File: src/rtl/plink_pkg.sv
package plink_pkg;
  localparam int TYPE_W = 2;
  localparam int WORD_W = 32;
  localparam int CRC_W  = 4;
  localparam int BODY_W = TYPE_W + WORD_W;
  localparam int PKT_W  = BODY_W + CRC_W;
  localparam logic [CRC_W-1:0] CRC_POLY = 4'b0011;

  typedef enum logic [TYPE_W-1:0] {
    PT_REQ     = 2'b00,
    PT_REP     = 2'b01,
    PT_REQ_ACK = 2'b10,
    PT_REP_ACK = 2'b11
  } ptype_e;

  // bit-serial reference form, used by the checker
  function automatic logic [CRC_W-1:0] crc4_ref(input logic [BODY_W-1:0] body);
    logic [CRC_W-1:0] r;
    logic fb;
    r = '0;
    for (int i = BODY_W - 1; i >= 0; i--) begin
      fb = r[CRC_W-1] ^ body[i];
      r  = {r[CRC_W-2:0], 1'b0} ^ (fb ? CRC_POLY : '0);
    end
    return r;
  endfunction
endpackage

File: src/rtl/plink_crc4.sv
module plink_crc4 #(
  parameter int DATA_W = 34,
  parameter int CRC_W  = 4,
  parameter logic [CRC_W-1:0] POLY = 4'b0011
) (
  input  logic [DATA_W-1:0] data,
  output logic [CRC_W-1:0]  crc
);
  logic [CRC_W-1:0] chain [0:DATA_W];
  assign chain[0] = '0;

  for (genvar g = 0; g < DATA_W; g++) begin : g_step
    logic fb;
    assign fb = chain[g][CRC_W-1] ^ data[DATA_W-1-g];
    assign chain[g+1] = {chain[g][CRC_W-2:0], 1'b0} ^ (fb ? POLY : '0);
  end

  assign crc = chain[DATA_W];
endmodule

File: src/rtl/plink_regfile.sv
module plink_regfile #(
  parameter int DEPTH = 16,
  parameter int DW    = 32,
  localparam int AW   = $clog2(DEPTH)
) (
  input  logic          clk,
  input  logic          we,
  input  logic [AW-1:0] waddr,
  input  logic [DW-1:0] wdata,
  input  logic          re,
  input  logic [AW-1:0] raddr,
  output logic [DW-1:0] rdata
);
  logic [DW-1:0] mem [DEPTH];

  always_ff @(posedge clk) begin
    if (we) mem[waddr] <= wdata;
  end

  always_ff @(posedge clk) begin
    if (re) rdata <= mem[raddr];
  end
endmodule

File: src/rtl/plink_tx_stage.sv
module plink_tx_stage
  import plink_pkg::*;
(
  input  logic              clk,
  input  logic              rst,
  input  logic              ack_pend,
  input  logic [TYPE_W-1:0] ack_type,
  input  logic [WORD_W-1:0] ack_word,
  input  logic              rep_pend,
  input  logic [WORD_W-1:0] rep_word,
  input  logic              usr_valid,
  input  logic [TYPE_W-1:0] usr_type,
  input  logic [WORD_W-1:0] usr_word,
  output logic              usr_ready,
  output logic              take_ack,
  output logic              take_rep,
  input  logic              out_ready,
  output logic              out_valid,
  output logic [PKT_W-1:0]  out_pkt
);
  logic              load_ok;
  logic [TYPE_W-1:0] sel_type;
  logic [WORD_W-1:0] sel_word;
  logic [CRC_W-1:0]  sel_crc;
  logic              any_src;

  assign load_ok   = !out_valid || out_ready;
  assign take_ack  = load_ok && ack_pend;
  assign take_rep  = load_ok && !ack_pend && rep_pend;
  assign usr_ready = load_ok && !ack_pend && !rep_pend;
  assign any_src   = ack_pend || rep_pend || usr_valid;

  always_comb begin
    if (ack_pend) begin
      sel_type = ack_type;
      sel_word = ack_word;
    end else if (rep_pend) begin
      sel_type = PT_REP;
      sel_word = rep_word;
    end else begin
      sel_type = usr_type;
      sel_word = usr_word;
    end
  end

  plink_crc4 #(.DATA_W(BODY_W), .CRC_W(CRC_W), .POLY(CRC_POLY)) u_tx_crc (
    .data ({sel_type, sel_word}),
    .crc  (sel_crc)
  );

  always_ff @(posedge clk) begin
    if (rst) begin
      out_valid <= 1'b0;
      out_pkt   <= '0;
    end else if (load_ok) begin
      out_valid <= any_src;
      if (any_src) out_pkt <= {sel_type, sel_word, sel_crc};
    end
  end
endmodule

File: src/rtl/pkt_link_endpoint.sv
module pkt_link_endpoint
  import plink_pkg::*;
#(
  parameter int REG_DEPTH = 16,
  localparam int REG_AW   = $clog2(REG_DEPTH)
) (
  input  logic              clk,
  input  logic              rst,
  input  logic              tx_req_valid,
  output logic              tx_req_ready,
  input  logic [TYPE_W-1:0] tx_req_type,
  input  logic [WORD_W-1:0] tx_req_word,
  output logic              tx_pkt_valid,
  input  logic              tx_pkt_ready,
  output logic [PKT_W-1:0]  tx_pkt,
  input  logic              rx_pkt_valid,
  output logic              rx_pkt_ready,
  input  logic [PKT_W-1:0]  rx_pkt,
  output logic              crc_error,
  output logic              rx_reply_valid,
  output logic [WORD_W-1:0] rx_reply_data,
  input  logic              reg_wr_en,
  input  logic [REG_AW-1:0] reg_wr_addr,
  input  logic [WORD_W-1:0] reg_wr_data
);
  logic              ack_pend, rep_pend;
  logic [TYPE_W-1:0] ack_type;
  logic [WORD_W-1:0] ack_word;
  logic [WORD_W-1:0] rd_word;
  logic              take_ack, take_rep;

  logic [TYPE_W-1:0] rx_type;
  logic [WORD_W-1:0] rx_word;
  logic [CRC_W-1:0]  rx_crc_calc;
  logic              rx_fire, crc_ok, got_req, got_rep;

  assign rx_type = rx_pkt[PKT_W-1 -: TYPE_W];
  assign rx_word = rx_pkt[CRC_W +: WORD_W];

  plink_crc4 #(.DATA_W(BODY_W), .CRC_W(CRC_W), .POLY(CRC_POLY)) u_rx_crc (
    .data (rx_pkt[PKT_W-1:CRC_W]),
    .crc  (rx_crc_calc)
  );

  assign rx_pkt_ready = !ack_pend && !rep_pend;
  assign rx_fire      = rx_pkt_valid && rx_pkt_ready;
  assign crc_ok       = (rx_crc_calc == rx_pkt[CRC_W-1:0]);
  assign got_req      = rx_fire && crc_ok && (rx_type == PT_REQ);
  assign got_rep      = rx_fire && crc_ok && (rx_type == PT_REP);

  plink_regfile #(.DEPTH(REG_DEPTH), .DW(WORD_W)) u_regs (
    .clk   (clk),
    .we    (reg_wr_en),
    .waddr (reg_wr_addr),
    .wdata (reg_wr_data),
    .re    (got_req),
    .raddr (rx_word[REG_AW-1:0]),
    .rdata (rd_word)
  );

  always_ff @(posedge clk) begin
    if (rst) begin
      ack_pend       <= 1'b0;
      rep_pend       <= 1'b0;
      ack_type       <= '0;
      ack_word       <= '0;
      crc_error      <= 1'b0;
      rx_reply_valid <= 1'b0;
      rx_reply_data  <= '0;
    end else begin
      crc_error      <= rx_fire && !crc_ok;
      rx_reply_valid <= got_rep;
      if (got_rep) rx_reply_data <= rx_word;
      if (take_ack) ack_pend <= 1'b0;
      if (take_rep) rep_pend <= 1'b0;
      if (got_req) begin
        ack_pend <= 1'b1;
        rep_pend <= 1'b1;
        ack_type <= PT_REQ_ACK;
        ack_word <= rx_word;
      end else if (got_rep) begin
        ack_pend <= 1'b1;
        ack_type <= PT_REP_ACK;
        ack_word <= rx_word;
      end
    end
  end

  plink_tx_stage u_tx (
    .clk       (clk),
    .rst       (rst),
    .ack_pend  (ack_pend),
    .ack_type  (ack_type),
    .ack_word  (ack_word),
    .rep_pend  (rep_pend),
    .rep_word  (rd_word),
    .usr_valid (tx_req_valid),
    .usr_type  (tx_req_type),
    .usr_word  (tx_req_word),
    .usr_ready (tx_req_ready),
    .take_ack  (take_ack),
    .take_rep  (take_rep),
    .out_ready (tx_pkt_ready),
    .out_valid (tx_pkt_valid),
    .out_pkt   (tx_pkt)
  );
endmodule

File: config.mk
export PLATFORM = sky130hd
export DESIGN_NAME = pkt_link_endpoint
export DESIGN_NICKNAME = d
export VERILOG_FILES = /design/src/rtl/plink_pkg.sv /design/src/rtl/plink_crc4.sv /design/src/rtl/plink_regfile.sv /design/src/rtl/plink_tx_stage.sv /design/src/rtl/pkt_link_endpoint.sv
export SDC_FILE = /design/constraint.sdc
export NUM_CORES = 1
export LEC_CHECK = 0
export ABC_CLOCK_PERIOD_IN_PS = 10300
export BUFFER_PORTS_ARGS = -buffer_cell sky130_fd_sc_hd__buf_2
export CAP_MARGIN = 20
export CORE_UTILIZATION = 25
export DETAILED_ROUTE_END_ITERATION = 7
export PLACE_DENSITY = 0.4
export RECOVER_POWER = 50
export SYNTH_ARGS = -nofsm -noshare
export SYNTH_HDL_FRONTEND = slang
export SYNTH_SLANG_ARGS = --single-unit
File: constraint.sdc
create_clock -name clk -period 10.3 [get_ports clk]
set_clock_uncertainty 0.05 [all_clocks]
set_input_delay 0.515 -clock clk [delete_from_list [all_inputs] [get_ports clk]]
set_output_delay 0.515 -clock clk [all_outputs]
set_load 0.01 [all_outputs]
# Yosys cells after proc, flatten, opt, wreduce, memory -nomap -nowiden
# Memories as Yosys holds them, arrays and structs flattened. A register that Yosys moved wholly into a read port is not among the register bits.
# Cells that the tools add are included.
# word_totals
register_bits,109
latch_bits,0
ramBits,512
romBits,0
inputBits,114
word_cells,251
n_memories,1
# memory_table
name,depth,word_bits,read_ports,rd_ports_with_merged_regs,wr,line_no,rtl
u_regs.mem,16,32,1,1,1,plink_regfile.sv:14,logic [DW-1:0] mem [DEPTH];
# op_classes
add_sub_neg,0
multipliers,0
n_div,0
n_lt_le_gt_ge,0
eq_ne,2
n_shift,0
mux,83
bitwise_logic,132
n_reduce_logical,23
# ops
cell,count
$mux 2,72
$xor 4x2->4,33
$mux 32,4
$xor 4x4->4,32
$xor 1x1->1,63
$logic_and 1x1->1,10
$mux 1,7
$eq 4x4->1,1
$logic_not 1->1,4
$reduce_bool 2->1,2
$logic_or 1x1->1,3
$reduce_bool 3->1,1
$xor 1x1->1 const A,3
$xor 3x2->3,1
$eq 2x1->1 const B,1
$logic_not 2->1,1
$reduce_and 2->1,1
$reduce_or 2->1,1

# Depth between registers and ports, before layout
# depth
ltp_word,104
ltp_mapped,14
mapped_depth_nobuf,11

# Modules after synthesis
# Synthesis repeated with hierarchy kept, for this count alone.
# hier_totals
cells_unflattened,1431
hier_area_um2,25939.9
# modules_own_cells
mod,instances,cells_per_inst,area_per_inst_um2
plink_regfile,1,838,20174.3
pkt_link_endpoint,1,270,2636.3
plink_tx_stage,1,223,2005.7
plink_crc4,2,50,561.8

# Worst setup path after synthesis
# OpenSTA, ideal clock, no wires.
# synth_timing
path_kind,input-to-reg
from,in rx_pkt[36]
to,"reg u_regs.rdata[0] (read register of u_regs.mem), enable pin"
setup_ns,0.464
arrival_time_ns,4.855
t_required_ns,9.786
path_slack_ns,4.931
path_stages,9
path_buffers,0
path_cell_list,inv_1 ha_1 xnor2_1 xnor3_1 xnor3_2 xnor3_1 mux2i_1 nand2_1 nor3_1
# synth_between
elab_chain_cells,58
# synth_rtl
item,line_no,rtl
from (decl),pkt_link_endpoint.sv:18,"input logic [PKT_W-1:0] rx_pkt,"
$xor 1x1->1,plink_crc4.sv:14,assign fb = chain[g][CRC_W-1] ^ data[DATA_W-1-g];
$mux 2,plink_crc4.sv:15,"assign chain[g+1] = {chain[g][CRC_W-2:0], 1'b0} ^ (fb ? POLY : '0);"
$xor 4x4->4 (3 in series),plink_crc4.sv:15,
$xor 1x1->1 / $xor 4x4->4 (equally long branches),"plink_crc4.sv:14, plink_crc4.sv:15",
$mux 2 / $xor 1x1->1 (equally long branches),"plink_crc4.sv:15, plink_crc4.sv:14",
$xor 4x4->4 / $mux 2 (equally long branches),plink_crc4.sv:15,
$xor 4x4->4 (2 in series),plink_crc4.sv:15,
$xor 1x1->1 / $xor 4x4->4 (equally long branches),"plink_crc4.sv:14, plink_crc4.sv:15",
[... 40 more ...],-,
"$xor 4x4->4, or another cell as far along",plink_crc4.sv:15,
"$xor 1x1->1, or another cell as far along",plink_crc4.sv:14,
$mux 2 / $xor 4x4->4 (equally long branches),plink_crc4.sv:15,
$xor 4x2->4,plink_crc4.sv:15,
$eq 4x4->1,pkt_link_endpoint.sv:47,assign crc_ok = (rx_crc_calc == rx_pkt[CRC_W-1:0]);
$logic_and 1x1->1,pkt_link_endpoint.sv:48,assign got_req = rx_fire && crc_ok && (rx_type == PT_REQ);
$logic_and 1x1->1 *,pkt_link_endpoint.sv:48,
net got_req,pkt_link_endpoint.sv:35,"logic rx_fire, crc_ok, got_req, got_rep;"
to (decl),plink_regfile.sv:12,output logic [DW-1:0] rdata
# The timed path passes the listed nets; every way through them passes the cells marked *.
# A chain may end at the register's enable or synchronous reset.

# Final worst setup path
# layout_timing
from,reg ack_pend
to,reg u_tx.out_pkt[1]
# layout_between
elab_chain_cells,57
# layout_rtl
item,line_no,rtl
from (decl),pkt_link_endpoint.sv:26,"logic ack_pend, rep_pend;"
from (signal assigned),pkt_link_endpoint.sv:63,ack_pend <= 1'b0;
from (signal assigned),pkt_link_endpoint.sv:74,if (take_ack) ack_pend <= 1'b0;
from (signal assigned),pkt_link_endpoint.sv:77,ack_pend <= 1'b1;
$mux 2,plink_tx_stage.sv:34,if (ack_pend) begin
$mux 2,plink_crc4.sv:15,
$xor 3x2->3,plink_crc4.sv:15,
$xor 4x2->4,plink_crc4.sv:15,
$xor 1x1->1,plink_crc4.sv:14,
$mux 2,plink_crc4.sv:15,
$xor 4x2->4 (3 in series),plink_crc4.sv:15,
$xor 1x1->1,plink_crc4.sv:14,
[... 35 more ...],-,
$mux 2,plink_crc4.sv:15,
$xor 4x2->4 (3 in series),plink_crc4.sv:15,
$xor 1x1->1,plink_crc4.sv:14,
$mux 2,plink_crc4.sv:15,
$xor 4x2->4 (3 in series),plink_crc4.sv:15,
$xor 1x1->1,plink_crc4.sv:14,
$mux 2,plink_crc4.sv:15,
$xor 4x2->4,plink_crc4.sv:15,
to (signal assigned),plink_tx_stage.sv:57,"if (any_src) out_pkt <= {sel_type, sel_word, sel_crc};"
to (decl),plink_tx_stage.sv:19,output logic [PKT_W-1:0] out_pkt
# Several ways; a longest one is shown, not always the timed one.

==> impl_metrics.yaml <==
pwr:
  combPwrFrac_pct: 14.7
  p_switching_w: 0.001600
  switching_share_pct: 23.97
  power_per_cell_area_nw_per_um2: 214.6
  vdd_drop_max_mv: 0.1263
  power.share.sequential_pct: 44.9
  pwr-share-clk_pct: 40.4
  total_leakage_power_nw: 10.12
  p_int_w: 0.005075
worst_hold_path:
  hold_class: "in2reg"
global_routing:
  grt_start_max_net_pins: 89
  grt_pass1_vias: 14180
  antenna_found_initial: 6
  total_gr_overflow: 0
  grt_pass1_wl_mm: 106.3
  groute.usage.overall_pct: 14.13
clock_network:
  cts_htree_levels: 3
  worst_skew_pair.late_latency_ns: 0.62
  cts.repair_timing.setup_buffer_count: 0
  cts-root-buf: "sky130_fd_sc_hd__clkbuf_16"
  cts-root-to-sink-buffers: 3
  cts.reportedPaths.clkPinSlew_ns: 0.06
  tritoncts_clock_tree: "built"
  holdBufCountCts: 0
  cts.sink_count: 653
  number_of_buffers_created_by_cts: 73
  cts_repair_resize_count: 0
synthesis:
  synth_largest_area_cell: "sky130_fd_sc_hd__edfxtp_1"
  number_of_enable_flip_flop_cells_after_synthesis: 544
  ys.flop_type: "sky130_fd_sc_hd__edfxtp_1"
  cell_with_the_most_instances_after_synthesis: "sky130_fd_sc_hd__edfxtp_1"
  postSynthRegisterBits: 653
  syn_nets: 1518
  synthesized_area_um2: 26040
  synth_top_cells_by_area: "sky130_fd_sc_hd__edfxtp_1, sky130_fd_sc_hd__mux4_2, sky130_fd_sc_hd__dfxtp_1"
  seq_area_frac_synth_pct: 71.10
  gate_count_after_technology_mapping: 1402
  syn-mean-instance-area_um2: 18.58
  synthDominantCellAreaShare_pct: 62.72
  post_synth_num_cell_types: 35
  ys_async_sr_fraction_pct: 0
  netlist_top_cells_count: "sky130_fd_sc_hd__edfxtp_1, sky130_fd_sc_hd__mux4_2, sky130_fd_sc_hd__nor2_1, sky130_fd_sc_hd__dfxtp_1, sky130_fd_sc_hd__a21oi_1"
  synthesis.yosys.warnings: 0
timing:
  final.period_utilization_pct: 56.86
  max_slew_margin_pct: -121.6
  report.final.setup_viol: 0
  setup_repair_after_global_routing_missed_its_margin: "false"
  post_route_setup_tns_ns: 0
  worst-slew-pin-transition_ns: 3.324
  period_minus_slack_ns: 5.857
  final_report_hold_violation_count: 0
  slew_viol_final: 232
  fmax_mhz: 170.7
status:
  failed_checks: "capacitance limit, slew limit"
  run_status: "finished, violations left"
floorplanning:
  floorplan.rows: 118
  boundaryPins: 189
  start_util_pct: 25.20
  die_y_um: 324.8
  fp.dieArea_um2: 105500
  design.core.area_um2: 103300
  die_x_um: 324.8
setup_path:
  worstSetupStartpointType: "flop"
  highest_fanout_seen_on_the_critical_path: 51
  timing.critical_path.to_type: "flop"
  worstSetupPathType: "reg2reg"
  critPathArrivalTime_ns: 6.34
  critPathRequiredTime_ns: 10.78
cells_and_area:
  multi_input_comb_area_um2: 7219
  seq_area_um2: 18520
  final-instance-count-excl-fill: 3052
  filler_cell_count: 10180
  layout-area-overhead-vs-synth_pct: 19.40
  post_route_cells_drive_above_1_share_pct: 29.20
  design.final.nets: 1730
route:
  detailedRoute.firstIterationViolations: 810
  wl_mm: 74.66
  drc: 0
  vias: 13340
  wl_per_cell_um: 24.46
  final_antenna_net_count: 0
  vias_per_cell: 4.370
  drt_pre_antenna_iters: 5
job:
  timing.max_cap.violations: 8
placement:
  gp_routability_congestion: 0.7406
  numPlacedInstances: 2918
  io_buffer_count: 188
  dp.final_hpwl_mm: 43.73
-- worst paths after layout --
check | from | end | slack (ns) | depth (start not counted)
min | tx_req_valid | u_tx.out_valid | 0.13 | 3
max | ack_pend | u_tx.out_pkt[1] | 4.44 | 9
max reg2reg | ack_pend | u_tx.out_pkt[1] | 4.44 | 9
min reg2reg | u_tx.out_pkt[3] | u_tx.out_pkt[3] | 0.40 | 2
-- flip-flops by register name, summed over array words and instances (netlist names) --
name            flops
rx_reply_data      32
ack_type            2
crc_error           1
u_regs.rdata       32
u_tx.out_valid      1
u_regs.mem        512
u_tx.out_pkt       38
rx_reply_valid      1
ack_pend            1
rep_pend            1
ack_word           32
-- cell usage in the layout (no fill, tap or decap), types with 7 or more instances in the layout --
cell                          n
sky130_fd_sc_hd__nand2_1     47
sky130_fd_sc_hd__clkbuf_16   74
sky130_fd_sc_hd__clkinv_2     7
sky130_fd_sc_hd__nor2_1     118
sky130_fd_sc_hd__a21oi_1     80
sky130_fd_sc_hd__dfxtp_1    107
sky130_fd_sc_hd__clkinv_1    14
sky130_fd_sc_hd__clkbuf_1    53
sky130_fd_sc_hd__mux2i_1     64
sky130_fd_sc_hd__xnor3_1     21
sky130_fd_sc_hd__mux2_2      24
sky130_fd_sc_hd__nand3_1     33
sky130_fd_sc_hd__mux4_2     160
sky130_fd_sc_hd__buf_4       26
sky130_fd_sc_hd__buf_2      151
sky130_fd_sc_hd__bufinv_16   12
sky130_fd_sc_hd__xnor2_1     58
sky130_fd_sc_hd__xor2_1      12
sky130_fd_sc_hd__edfxtp_1   544
sky130_fd_sc_hd__nor2_4       9
-- final cells by class --
type | instances | share of cell area [%]
Antenna cell | 1 | 0.008047
Clock buffer | 89 | 6.168
Clock inverter | 43 | 1.762
Inverter | 3 | 0.03621
Multi-Input combinational cell | 664 | 23.22
Sequential cell | 653 | 59.56
Tap cell | 1380 | 5.553
Timing Repair Buffer | 219 | 3.698
-- power groups by stage --
| stage | clock, W | combinational, W | sequential [W] |
|---|---|---|---|
| 3_3_place_gp | 0 | 0.000983 | 0.00305 |
| 4_1_cts | 0.00278 | 0.000993 | 0.00300 |
| 2_1_floorplan | 0 | 0.000703 | 0.00305 |
| 5_1_grt | 0.00288 | 0.00106 | 0.00300 |
| 3_5_place_dp | 0 | 0.000984 | 0.00305 |
| 6_report | 0.00270 | 0.000978 | 0.00300 |
-- worst max-delay path, cell delays in order, from the launching register on --
cell and delay (ns):
sky130_fd_sc_hd__dfxtp_2 0.31, sky130_fd_sc_hd__clkbuf_1 2.20, sky130_fd_sc_hd__mux2i_1 0.66, sky130_fd_sc_hd__xnor2_1 0.60
sky130_fd_sc_hd__xnor3_1 0.55, sky130_fd_sc_hd__xnor2_1 0.16, sky130_fd_sc_hd__xnor2_1 0.24, sky130_fd_sc_hd__xnor3_1 0.49
sky130_fd_sc_hd__xnor3_1 0.22, sky130_fd_sc_hd__a211oi_1 0.24
-- stage by stage --
stage	util, %	setup slack [ns]	hold WS [ns]	cell area [um^2]	power [W]
2_1_floorplan	-	4.931	0.4101	26040	0.003753
3_3_place_gp	27.75	5.385	0.3974	28680	0.004032
3_5_place_dp	27.75	5.197	0.3927	28680	0.004036
4_1_cts	30.14	5.830	0.08015	31150	0.006765
5_1_grt	30.09	4.186	0.1263	31090	0.006938
6_report	30.09	4.443	0.1292	31100	0.006674
-- metal layers --
| layer | part of all wire [%] | routed length (um) | GRT usage (%) |
|---|---|---|---|
| met1 | 43 | 32120 | 17.95 |
| met3 | 4.3 | 3177 | 2.840 |
| met4 | 2.1 | 1546 | 3.794 |
| met5 | 0.082 | 61 | 0 |
| met2 | 51 | 37750 | 24.38 |
-- logic make-up (layout without fill, tap and decap cells) --
| group | after synthesis | in the layout | synth area share, % |
|---|---|---|---|
| AND/OR/NAND/NOR | 228 | 228 | 3.613 |
| flip-flops | 653 | 653 | 71.10 |
| XOR/XNOR | 94 | 94 | 4.444 |
| adder cells (fa/ha/maj) | 2 | 2 | 0.09607 |
| other | 0 | 1 | 0 |
| AO/OA/AOI/OAI | 92 | 92 | 1.874 |
| multiplexers | 248 | 248 | 17.33 |
| buffers and inverters | 85 | 354 | 1.537 |
Power figures use the tool's default switching activity.
